[config.mk]
export PLATFORM = sky130hd
export DESIGN_NAME = crypto_task_sched
export DESIGN_NICKNAME = d
export VERILOG_FILES = /design/src/rtl/crypto_task_sched.sv
export SDC_FILE = /design/constraint.sdc
export NUM_CORES = 1
export LEC_CHECK = 0
export ABC_AREA = 0
export BUFFER_PORTS_ARGS = -buffer_cell sky130_fd_sc_hd__buf_4
export CAP_MARGIN = 5
export CORE_MARGIN = 2
export CORE_UTILIZATION = 35
export DETAILED_ROUTE_END_ITERATION = 10
export GPL_TIMING_DRIVEN = 0
export PLACE_DENSITY = 0.61
export SETUP_SLACK_MARGIN = 0.5
export SKIP_LAST_GASP = 1
export SLEW_MARGIN = 15
export SYNTH_ARGS = -nofsm -noshare
export SYNTH_HDL_FRONTEND = slang
export SYNTH_SLANG_ARGS = --single-unit
[constraint.sdc]
create_clock -name clk -period 7.8 [get_ports clk]
set_input_delay 0 -clock clk [delete_from_list [all_inputs] [get_ports clk]]
set_output_delay 0 -clock clk [all_outputs]
set_load 0.005 [all_outputs]
[src/rtl/crypto_task_sched.sv]
module crypto_task_sched #(
  parameter int N_CH   = 16,
  parameter int N_CORE = 4,
  parameter int KEY_W  = 8,
  parameter int SIZE_W = 16
) (
  input  logic                      clk,
  input  logic                      rst_n,
  input  logic                      cmd_valid,
  output logic                      cmd_ready,
  input  logic [2:0]                cmd_op,
  input  logic [$clog2(N_CH)-1:0]   cmd_chan,
  input  logic [KEY_W-1:0]          cmd_key,
  input  logic [1:0]                cmd_alg,
  input  logic [3:0]                cmd_tag,
  input  logic [SIZE_W-1:0]         cmd_size,
  input  logic [$clog2(N_CORE)-1:0] cmd_core,
  output logic                      rsp_valid,
  output logic [2:0]                rsp_status,
  output logic [$clog2(N_CORE)-1:0] rsp_core,
  output logic [$clog2(N_CORE)-1:0] rsp_mate,
  output logic [N_CORE-1:0]         job_start,
  output logic [KEY_W-1:0]          job_key,
  output logic [1:0]                job_alg,
  output logic [3:0]                job_tag,
  output logic [SIZE_W-1:0]         job_size,
  output logic                      job_dec,
  input  logic [N_CORE-1:0]         core_done,
  input  logic [N_CORE-1:0]         core_auth_fail,
  output logic                      xb_in_en,
  output logic [$clog2(N_CORE)-1:0] xb_in_sel,
  output logic                      xb_out_en,
  output logic [$clog2(N_CORE)-1:0] xb_out_sel
);
  localparam int CW = $clog2(N_CORE);
  localparam [2:0] OP_OPEN = 3'd1, OP_CLOSE = 3'd2, OP_ENC = 3'd3, OP_DEC = 3'd4, OP_XFER = 3'd5;
  localparam [2:0] S_OK = 3'd0, S_NOCH = 3'd1, S_BUSY = 3'd2, S_BAD = 3'd3, S_AUTH = 3'd4;
  localparam [1:0] ALG_PAIR = 2'd2;
  localparam [1:0] C_IDLE = 2'd0, C_RUN = 2'd1, C_DONE = 2'd2;

  logic [N_CH-1:0]   ch_v;
  logic [KEY_W-1:0]  ch_key [N_CH];
  logic [1:0]        ch_alg [N_CH];
  logic [3:0]        ch_tag [N_CH];

  logic [1:0]        cst    [N_CORE];
  logic [CW-1:0]     c_mate [N_CORE];
  logic [N_CORE-1:0] c_prim, c_dec, c_auth, busy;

  logic              pend_v, pend_dec;
  logic [KEY_W-1:0]  pend_key;
  logic [1:0]        pend_alg;
  logic [3:0]        pend_tag;
  logic [SIZE_W-1:0] pend_size;

  logic          f0_ok, f1_ok, out_ok;
  logic [CW-1:0] f0, f1, out_c;

  always_comb begin
    f0_ok = 1'b0; f1_ok = 1'b0; f0 = '0; f1 = '0;
    out_ok = 1'b0; out_c = '0;
    for (int i = 0; i < N_CORE; i++) begin
      busy[i] = cst[i] != C_IDLE;
      if (cst[i] == C_IDLE) begin
        if (!f0_ok) begin f0_ok = 1'b1; f0 = CW'(i); end
        else if (!f1_ok) begin f1_ok = 1'b1; f1 = CW'(i); end
      end
      if (!out_ok && cst[i] == C_DONE && c_prim[i]) begin
        out_ok = 1'b1; out_c = CW'(i);
      end
    end
  end

  wire need2  = pend_alg == ALG_PAIR;
  wire grant  = pend_v && f0_ok && (!need2 || f1_ok);
  wire job_op = cmd_op == OP_ENC || cmd_op == OP_DEC;
  wire acc    = cmd_valid && cmd_ready;

  assign cmd_ready  = !(grant || (pend_v && job_op));
  assign xb_out_en  = out_ok;
  assign xb_out_sel = out_c;

  always_ff @(posedge clk or negedge rst_n) begin
    if (!rst_n) begin
      ch_v <= '0;
      pend_v <= 1'b0; pend_dec <= 1'b0; pend_key <= '0; pend_alg <= '0; pend_tag <= '0; pend_size <= '0;
      rsp_valid <= 1'b0; rsp_status <= S_OK; rsp_core <= '0; rsp_mate <= '0;
      job_start <= '0; job_key <= '0; job_alg <= '0; job_tag <= '0; job_size <= '0; job_dec <= 1'b0;
      xb_in_en <= 1'b0; xb_in_sel <= '0;
      c_prim <= '0; c_dec <= '0; c_auth <= '0;
      for (int i = 0; i < N_CORE; i++) begin
        cst[i] <= C_IDLE; c_mate[i] <= CW'(i);
      end
    end else begin
      rsp_valid <= 1'b0;
      job_start <= '0;

      for (int i = 0; i < N_CORE; i++)
        if (core_done[i] && cst[i] == C_RUN && c_prim[i]) begin
          cst[i] <= C_DONE;
          cst[c_mate[i]] <= C_DONE;
          c_auth[i] <= core_auth_fail[i] & c_dec[i];
        end

      if (acc) begin
        rsp_valid <= 1'b1;
        rsp_core  <= cmd_core;
        rsp_mate  <= cmd_core;
        case (cmd_op)
          OP_OPEN:
            if (ch_v[cmd_chan]) rsp_status <= S_BUSY;
            else begin
              ch_v[cmd_chan]   <= 1'b1;
              ch_key[cmd_chan] <= cmd_key;
              ch_alg[cmd_chan] <= cmd_alg;
              ch_tag[cmd_chan] <= cmd_tag;
              rsp_status <= S_OK;
            end
          OP_CLOSE:
            if (ch_v[cmd_chan]) begin
              ch_v[cmd_chan] <= 1'b0;
              rsp_status <= S_OK;
            end else rsp_status <= S_NOCH;
          OP_ENC, OP_DEC:
            if (!ch_v[cmd_chan]) rsp_status <= S_NOCH;
            else begin
              rsp_valid <= 1'b0;
              pend_v    <= 1'b1;
              pend_dec  <= cmd_op == OP_DEC;
              pend_key  <= ch_key[cmd_chan];
              pend_alg  <= ch_alg[cmd_chan];
              pend_tag  <= ch_tag[cmd_chan];
              pend_size <= cmd_size;
            end
          OP_XFER:
            if (c_prim[cmd_core] && cst[cmd_core] == C_RUN) begin
              rsp_status <= S_OK;
              if (xb_in_en && xb_in_sel == cmd_core) xb_in_en <= 1'b0;
            end else if (c_prim[cmd_core] && cst[cmd_core] == C_DONE) begin
              cst[cmd_core] <= C_IDLE;
              cst[c_mate[cmd_core]] <= C_IDLE;
              rsp_status <= c_auth[cmd_core] ? S_AUTH : S_OK;
              if (xb_in_en && xb_in_sel == cmd_core) xb_in_en <= 1'b0;
            end else rsp_status <= S_BAD;
          default: rsp_status <= S_BAD;
        endcase
      end

      if (grant) begin
        pend_v     <= 1'b0;
        rsp_valid  <= 1'b1;
        rsp_status <= S_OK;
        rsp_core   <= f0;
        rsp_mate   <= need2 ? f1 : f0;
        cst[f0]    <= C_RUN;
        c_prim[f0] <= 1'b1;
        c_mate[f0] <= need2 ? f1 : f0;
        c_dec[f0]  <= pend_dec;
        c_auth[f0] <= 1'b0;
        if (need2) begin
          cst[f1]    <= C_RUN;
          c_prim[f1] <= 1'b0;
          c_mate[f1] <= f0;
        end
        job_start <= (N_CORE'(1) << f0) | (need2 ? (N_CORE'(1) << f1) : '0);
        job_key   <= pend_key;
        job_alg   <= pend_alg;
        job_tag   <= pend_tag;
        job_size  <= pend_size;
        job_dec   <= pend_dec;
        xb_in_en  <= 1'b1;
        xb_in_sel <= f0;
      end
    end
  end

  a_r4_start_ok: assert property (@(posedge clk) disable iff (!rst_n)
    (|job_start) |-> (rsp_valid && rsp_status == S_OK));

  a_r4_fresh_core: assert property (@(posedge clk) disable iff (!rst_n)
    (|job_start) |-> ((job_start & $past(busy)) == '0));

  a_r5_core_count: assert property (@(posedge clk) disable iff (!rst_n)
    (|job_start) |-> ($countones(job_start) == ((job_alg == ALG_PAIR) ? 2 : 1)));

  a_r7_in_route_live: assert property (@(posedge clk) disable iff (!rst_n)
    xb_in_en |-> busy[xb_in_sel]);

  a_r6_hold_pending: assert property (@(posedge clk) disable iff (!rst_n)
    (pend_v && !grant) |=> pend_v);

  a_r9_auth_from_xfer: assert property (@(posedge clk) disable iff (!rst_n)
    (rsp_valid && rsp_status == S_AUTH) |-> $past(cmd_valid && cmd_op == OP_XFER));
endmodule

# --- Word level (Yosys, flattened, before mapping) ---
# Memory sizes are Yosys's and may differ from the RTL's. A register that Yosys moved wholly into a read port is not among the register bits.
# Cells that the tools add are included.
word_totals:
  n_memories: 3
  wordCells: 299
  reg_bits: 108
  output_inout_bits: 50
  input_bits: 50
  ram_bits: 224
mem_list:
  columns: ["memory", "words", "width", "rd", "rd_clocked_by_memory_dff", "wr", "line_no", "rtl"]
  rows:
  - ["ch_key", 16, 8, 1, 1, 1, "42", "logic [KEY_W-1:0] ch_key [N_CH];"]
  - ["ch_tag", 16, 4, 1, 1, 1, "44", "logic [3:0] ch_tag [N_CH];"]
  - ["ch_alg", 16, 2, 1, 1, 1, "43", "logic [1:0] ch_alg [N_CH];"]
classes:
  n_lt_le_gt_ge: 23
  shifts: 2
  n_reduce_logical: 61
  mux: 120
  n_bitwise: 43
  n_eq_ne: 20
op_table:
  columns: ["operator", "n"]
  rows:
  - ["2-to-1 mux 8 bit", 11]
  - ["2-to-1 mux 2 bit", 29]
  - ["2-to-1 mux 1 bit", 47]
  - ["logical AND 1 bit", 34]
  - ["demux 2 bit (select 2 bit)", 8]
  - ["2-to-1 mux 16 bit", 2]
  - ["inverter 4 bit", 8]
  - ["OR 4 bit", 8]
  - ["case mux 16 bit (2 select lines)", 1]
  - ["AND 4 bit", 7]
  - [">= comparator 3 bit, second input constant", 8]
  - ["< comparator 3 x 1 -> 1 bit, second input constant", 8]
  - ["inverter 2 -> 3 bit", 8]
  - ["2-to-1 mux 3 bit", 6]
  - ["AND 16 bit", 1]
  - ["AND 8 bit", 2]
  - ["bitwise mux 8 bit", 2]
  - ["2-to-1 mux 4 bit", 4]
  - ["inverter 16 bit", 1]
  - ["inverter 8 bit", 2]
  - ["OR 16 bit", 1]
  - ["== test 2 bit, second input constant", 6]
  - ["case mux 3 bit (4 select lines)", 1]
  - ["== test 2 x 1 -> 1 bit, second input constant", 5]
  - ["28 further kinds", 59]

# --- Longest topological paths before layout ---
depth:
  depth_word: 24
  mapped_depth: 12
  mapped_depth_nobuf: 8

# --- Worst setup path before layout ---
# No wires, ideal clock.
synth_timing:
  kind: "reg-to-reg"
  from: "reg cst[7] in the netlist's numbering"
  to: "mem ch_alg[1][0] (enable)"
  path_stages_with_launch: 11
  synth_period_minus_slack_ns: 3.379
  setup_ns: 0.403
  arrival_ns: 2.976
  setup_slack_ns: 4.421
  required_ns: 7.397
  n_path_buf: 3
  cell_sequence: "dfrtp_1 or2_2 inv_1 ha_1 clkbuf_1 o21ai_0 a31o_2 buf_2 buf_2 nand4_1 nor3_1"
synth_via:
  elab_chain_len: 16
  word_cells_on_any_way: 20
  classes_between: "mux: 12; reduce/logical: 8"
synth_rtl:
  columns: ["element", "line_no", "rtl"]
  rows:
  - ["start, declared", "46", "logic [1:0] cst [N_CORE];"]
  - ["start signal, assigned by index", "92", "cst[i] <= C_IDLE; c_mate[i] <= CW'(i);"]
  - ["start signal, assigned by index", "100", "cst[i] <= C_DONE;"]
  - ["start signal, assigned by index", "101", "cst[c_mate[i]] <= C_DONE;"]
  - ["zero test 2 bit (*)", "64", "if (cst[i] == C_IDLE) begin"]
  - ["2-to-1 mux 1 bit (*)", "64", null]
  - ["2-to-1 mux 1 bit", "65", "if (!f0_ok) begin f0_ok = 1'b1; f0 = CW'(i); end"]
  - ["2-to-1 mux 1 bit", "64", null]
  - ["2-to-1 mux 1 bit", "65", null]
  - ["2-to-1 mux 1 bit", "64", null]
  - ["2-to-1 mux 1 bit", "65", null]
  - ["2-to-1 mux 1 bit", "64", null]
  - ["logical OR 1 bit", "75", "wire grant = pend_v && f0_ok && (!need2 || f1_ok);"]
  - ["logical AND 1 bit (*)", "75", null]
  - ["logical OR 1 bit (*)", "79", "assign cmd_ready = !(grant || (pend_v && job_op));"]
  - ["zero test 1 bit (*)", "79", null]
  - ["logical AND 1 bit (*)", "77", "wire acc = cmd_valid && cmd_ready;"]
  - ["2-to-1 mux 1 bit (*)", "105", "if (acc) begin"]
  - ["logical AND 1 bit (not written as such) (*)", "115", "ch_alg[cmd_chan] <= cmd_alg;"]
  - ["2-to-1 mux 1 bit (not written as such) (*)", "115", null]
  - ["end, declared", "43", null]
# Every way passes the cells marked *; elsewhere a longest branch is shown, timed or not.

# --- Final worst setup path ---
layout_timing:
  from: "reg cst[7] in the netlist's numbering"
  to: "mem ch_tag[15][1] (enable)"
layout_via:
  elab_chain_len: 16
  word_cells_on_any_way: 20
  classes_between: "mux: 12; reduce/logical: 8"
layout_rtl:
  columns: ["element", "line_no", "rtl"]
  rows:
  - ["zero test 2 bit (*)", "64", null]
  - ["2-to-1 mux 1 bit (*)", "64", null]
  - ["2-to-1 mux 1 bit", "65", null]
  - ["2-to-1 mux 1 bit", "64", null]
  - ["2-to-1 mux 1 bit", "65", null]
  - ["2-to-1 mux 1 bit", "64", null]
  - ["2-to-1 mux 1 bit", "65", null]
  - ["2-to-1 mux 1 bit", "64", null]
  - ["logical OR 1 bit", "75", null]
  - ["logical AND 1 bit (*)", "75", null]
  - ["logical OR 1 bit (*)", "79", null]
  - ["zero test 1 bit (*)", "79", null]
  - ["logical AND 1 bit (*)", "77", null]
  - ["2-to-1 mux 1 bit (*)", "105", null]
  - ["logical AND 1 bit (not written as such) (*)", "116", "ch_tag[cmd_chan] <= cmd_tag;"]
  - ["2-to-1 mux 1 bit (not written as such) (*)", "116", null]
  - ["end, declared", "44", null]
# Marked as above.

==> results_dict.tcl <==
set metrics [dict create \
    fmax_mhz 247 \
    fin_crit_sh 0.519 \
    dieWidth_um 208 \
    htree_levels 2 \
    power_density_nw_per_um2 300 \
    hpwl_um 24900 \
    root_buffer "clkbuf_16" \
    num-nets-final 1181 \
    dr.pass1.iters 5 \
    setup_viol 0 \
    n_fill_cell 3655 \
    start_util 0.356 \
    tns_ns 0 \
    vias 8757 \
    syn_inst 927 \
    portBuffers 94 \
    worstReg2RegEnd "ch_tag[15][1]$_DFFE_PP_" \
    synth.distinct_cells 63 \
    cp_max_fo 10 \
    die_area_um2 43300 \
    worst_hold_path.endpoint "c_auth[2]$_DFF_PN0_" \
    first_iter_violations 680 \
    grt_overflow 0 \
    clock_sinks 346 \
    syn_nets 981 \
    start_kind "flip-flop" \
    max-cap-violations 0 \
    slew_headroom 0.324 \
    required_ns 8.05 \
    rrSetupSlack_ns 3.75 \
    finalHoldViolations 0 \
    avgViaCountPerCell 5.18 \
    insertion_delay_ns 0.56 \
    ioPinCount 100 \
    final_common_cell "edfxtp_1" \
    hold_start "core_done[2]" \
    r2r_cells 11 \
    cp-end-kind "flip-flop" \
    synthArstFlopShare 0.353 \
    grt_pass1_vias 8945 \
    rows 74 \
    antenna_violating_nets_post_route 0 \
    p_total_mw 5.38 \
    path_class "flip-flop to flip-flop" \
    wl_per_cell_um 20.9 \
    antenna_found_initial 1 \
    power_leakage_nw 6.80 \
    gp_congestion 0.895 \
    ys.flop_type "edfxtp_1" \
    outcome "completed" \
    synth.yosys.seq_area_share 0.671 \
    cts_tree "built" \
    drive_gt1_frac 0.318 \
    drcViolationCount 0 \
    wl_um 35400 \
    hold_path_depth 4 \
    arrival_ns 4.30 \
    reg2reg_from "cst[7]$_DFF_PN0_" \
    finalClockSkew_ns 0.0258 \
    syn_area_um2 14600 \
    grt_start_max_net_pins 85 \
    clk_pin_slew_ns 0.06 \
    ir_drop_mv 0.134 \
    area_growth_syn_to_layout_pct 23.1 \
    hp-class "input port to flip-flop" \
    dpl.cell_count 1575 \
    fin_crit_ns 4.05 \
    synth_enable_flop_cells 224 \
    yosys_warnings 0 \
    coreArea_um2 40900 \
    rsz0062_at_grt "no" \
    clockBufferDepth 3 \
    insertedDiodeCount 0 \
    syn_area_per_cell_um2 15.7 \
    mostFrequentLayoutCells "224 x edfxtp_1, 128 x nand2_1, 118 x dfrtp_1, 110 x buf_4, 78 x mux4_2" \
    slew_viol_final 0 \
    die_h_um 208 \
    cts_buffers 39 \
    tightest_slew_ns 1.00 \
    grt_pass1_wl_um 54900 \
    ys_ff_latch 346 \
    grtUsageTotal 0.166 \
    post_layout_nonfiller_instances 1690 \
]
cell usage after synthesis (9+ instances only):
library cell  instances  area (um^2)
edfxtp_1            224         6730
nand2_1             128          480
dfrtp_1             118         2950
mux4_2               78         1760
mux2_2               54          608
nor2_1               47          176
clkbuf_1             26         97.6
nor3_1               25          125
buf_2                20          100
a21oi_1              18         90.1
nand4_1              12         75.1
o21ai_0              11         55.1
buf_1                 9         33.8
timing repair:
item,4_1_cts,5_1_grt
endpoints found under the hold margin,370,0
buffers inserted,0,0
hold buffers,43,0
gates resized for setup,0,0
endpoints found under the setup margin,0,0
cells by family after synthesis:
family / synth area share
and+or+nand+nor: 0.0912
adders and majority gates: 0.00412
xor gates and xnor gates: 0.00240
AOI/OAI and AO/OA: 0.0419
DFF: 0.671
muxes: 0.169
buffers and inverters: 0.0198
area by class of cell:
class	instances	area, um^2	share of cell area
inverters	6	22.5	0.00126
plain buffers	60	267	0.0149
clock inverters	21	203	0.0113
repair buffers	159	1370	0.0761
flip-flops and latches	346	9780	0.545
multi-input cells	515	4580	0.255
clock buffers	51	1050	0.0587
well taps	532	666	0.0371
layer usage:
layer | vias to the layer above | track usage | routed length (um)
li1 | 3965 | - | -
met1 | 4439 | 0.221 | 15400
met2 | 289 | 0.266 | 16700
met3 | 62 | 0.0414 | 2330
met4 | 2 | 0.0560 | 880
met5 | - | 0 | 13
critical path: stages (launching register included):
cell and delay, ns:
dfrtp_1 0.44, or2_2 0.21, inv_1 0.06, ha_1 0.20, clkbuf_1 0.24, o21ai_0 0.28, a31o_2 0.18, buf_2 0.19
buf_2 0.28, nand4_1 0.48, nor3_2 0.84, buf_4 0.33
how the worst max path moves through the flow:
stage	startpoint	endpoint	slack, ns	cells past startpoint
6_report	cst[7]$_DFF_PN0_	ch_tag[15][1]$_DFFE_PP_	3.75	11
5_1_grt	cst[7]$_DFF_PN0_	ch_tag[15][1]$_DFFE_PP_	3.44	11
4_1_cts	cst[7]$_DFF_PN0_	ch_tag[15][1]$_DFFE_PP_	3.76	11
3_5_place_dp	cst[7]$_DFF_PN0_	ch_tag[15][2]$_DFFE_PP_	3.80	11
3_3_place_gp	cst[7]$_DFF_PN0_	ch_tag[6][2]$_DFFE_PP_	2.82	10
2_1_floorplan	cst[7]$_DFF_PN0_	ch_alg[1][0]$_DFFE_PP_	4.42	10
flip-flops by register name, summed over array words and instances (netlist names), 2 cells and up, named ones only:
register,cells
cst,8
pend_size,16
c_dec,4
rsp_status,3
c_mate,8
job_size,16
pend_alg,2
c_prim,4
rsp_core,2
c_auth,4
ch_tag,64
ch_key,128
job_tag,4
rsp_mate,2
pend_key,8
job_key,8
xb_in_sel,2
job_alg,2
pend_tag,4
ch_alg,32
job_start,4
stage by stage:
step           area, um^2  setup slack, ns  utilization  hold slack (ns)
2_1_floorplan       14600             4.42            -           -0.296
3_3_place_gp        15900             2.82        0.390            0.234
3_5_place_dp        16200             3.80        0.397          -0.0522
4_1_cts             17900             3.76        0.438          0.00983
5_1_grt             17900             3.44        0.438           0.0752
6_report            17900             3.75        0.438           0.0311
report_power, final:
| part | internal, mW | total [mW] | switching (mW) |
|---|---|---|---|
| registers | 2.20 | 2.38 | 0.183 |
| clock network | 1.03 | 1.78 | 0.747 |
| logic | 0.548 | 1.22 | 0.671 |
| total | 3.78 | 5.38 | 1.60 |
Note: power is estimated with default switching activity, not from simulation.
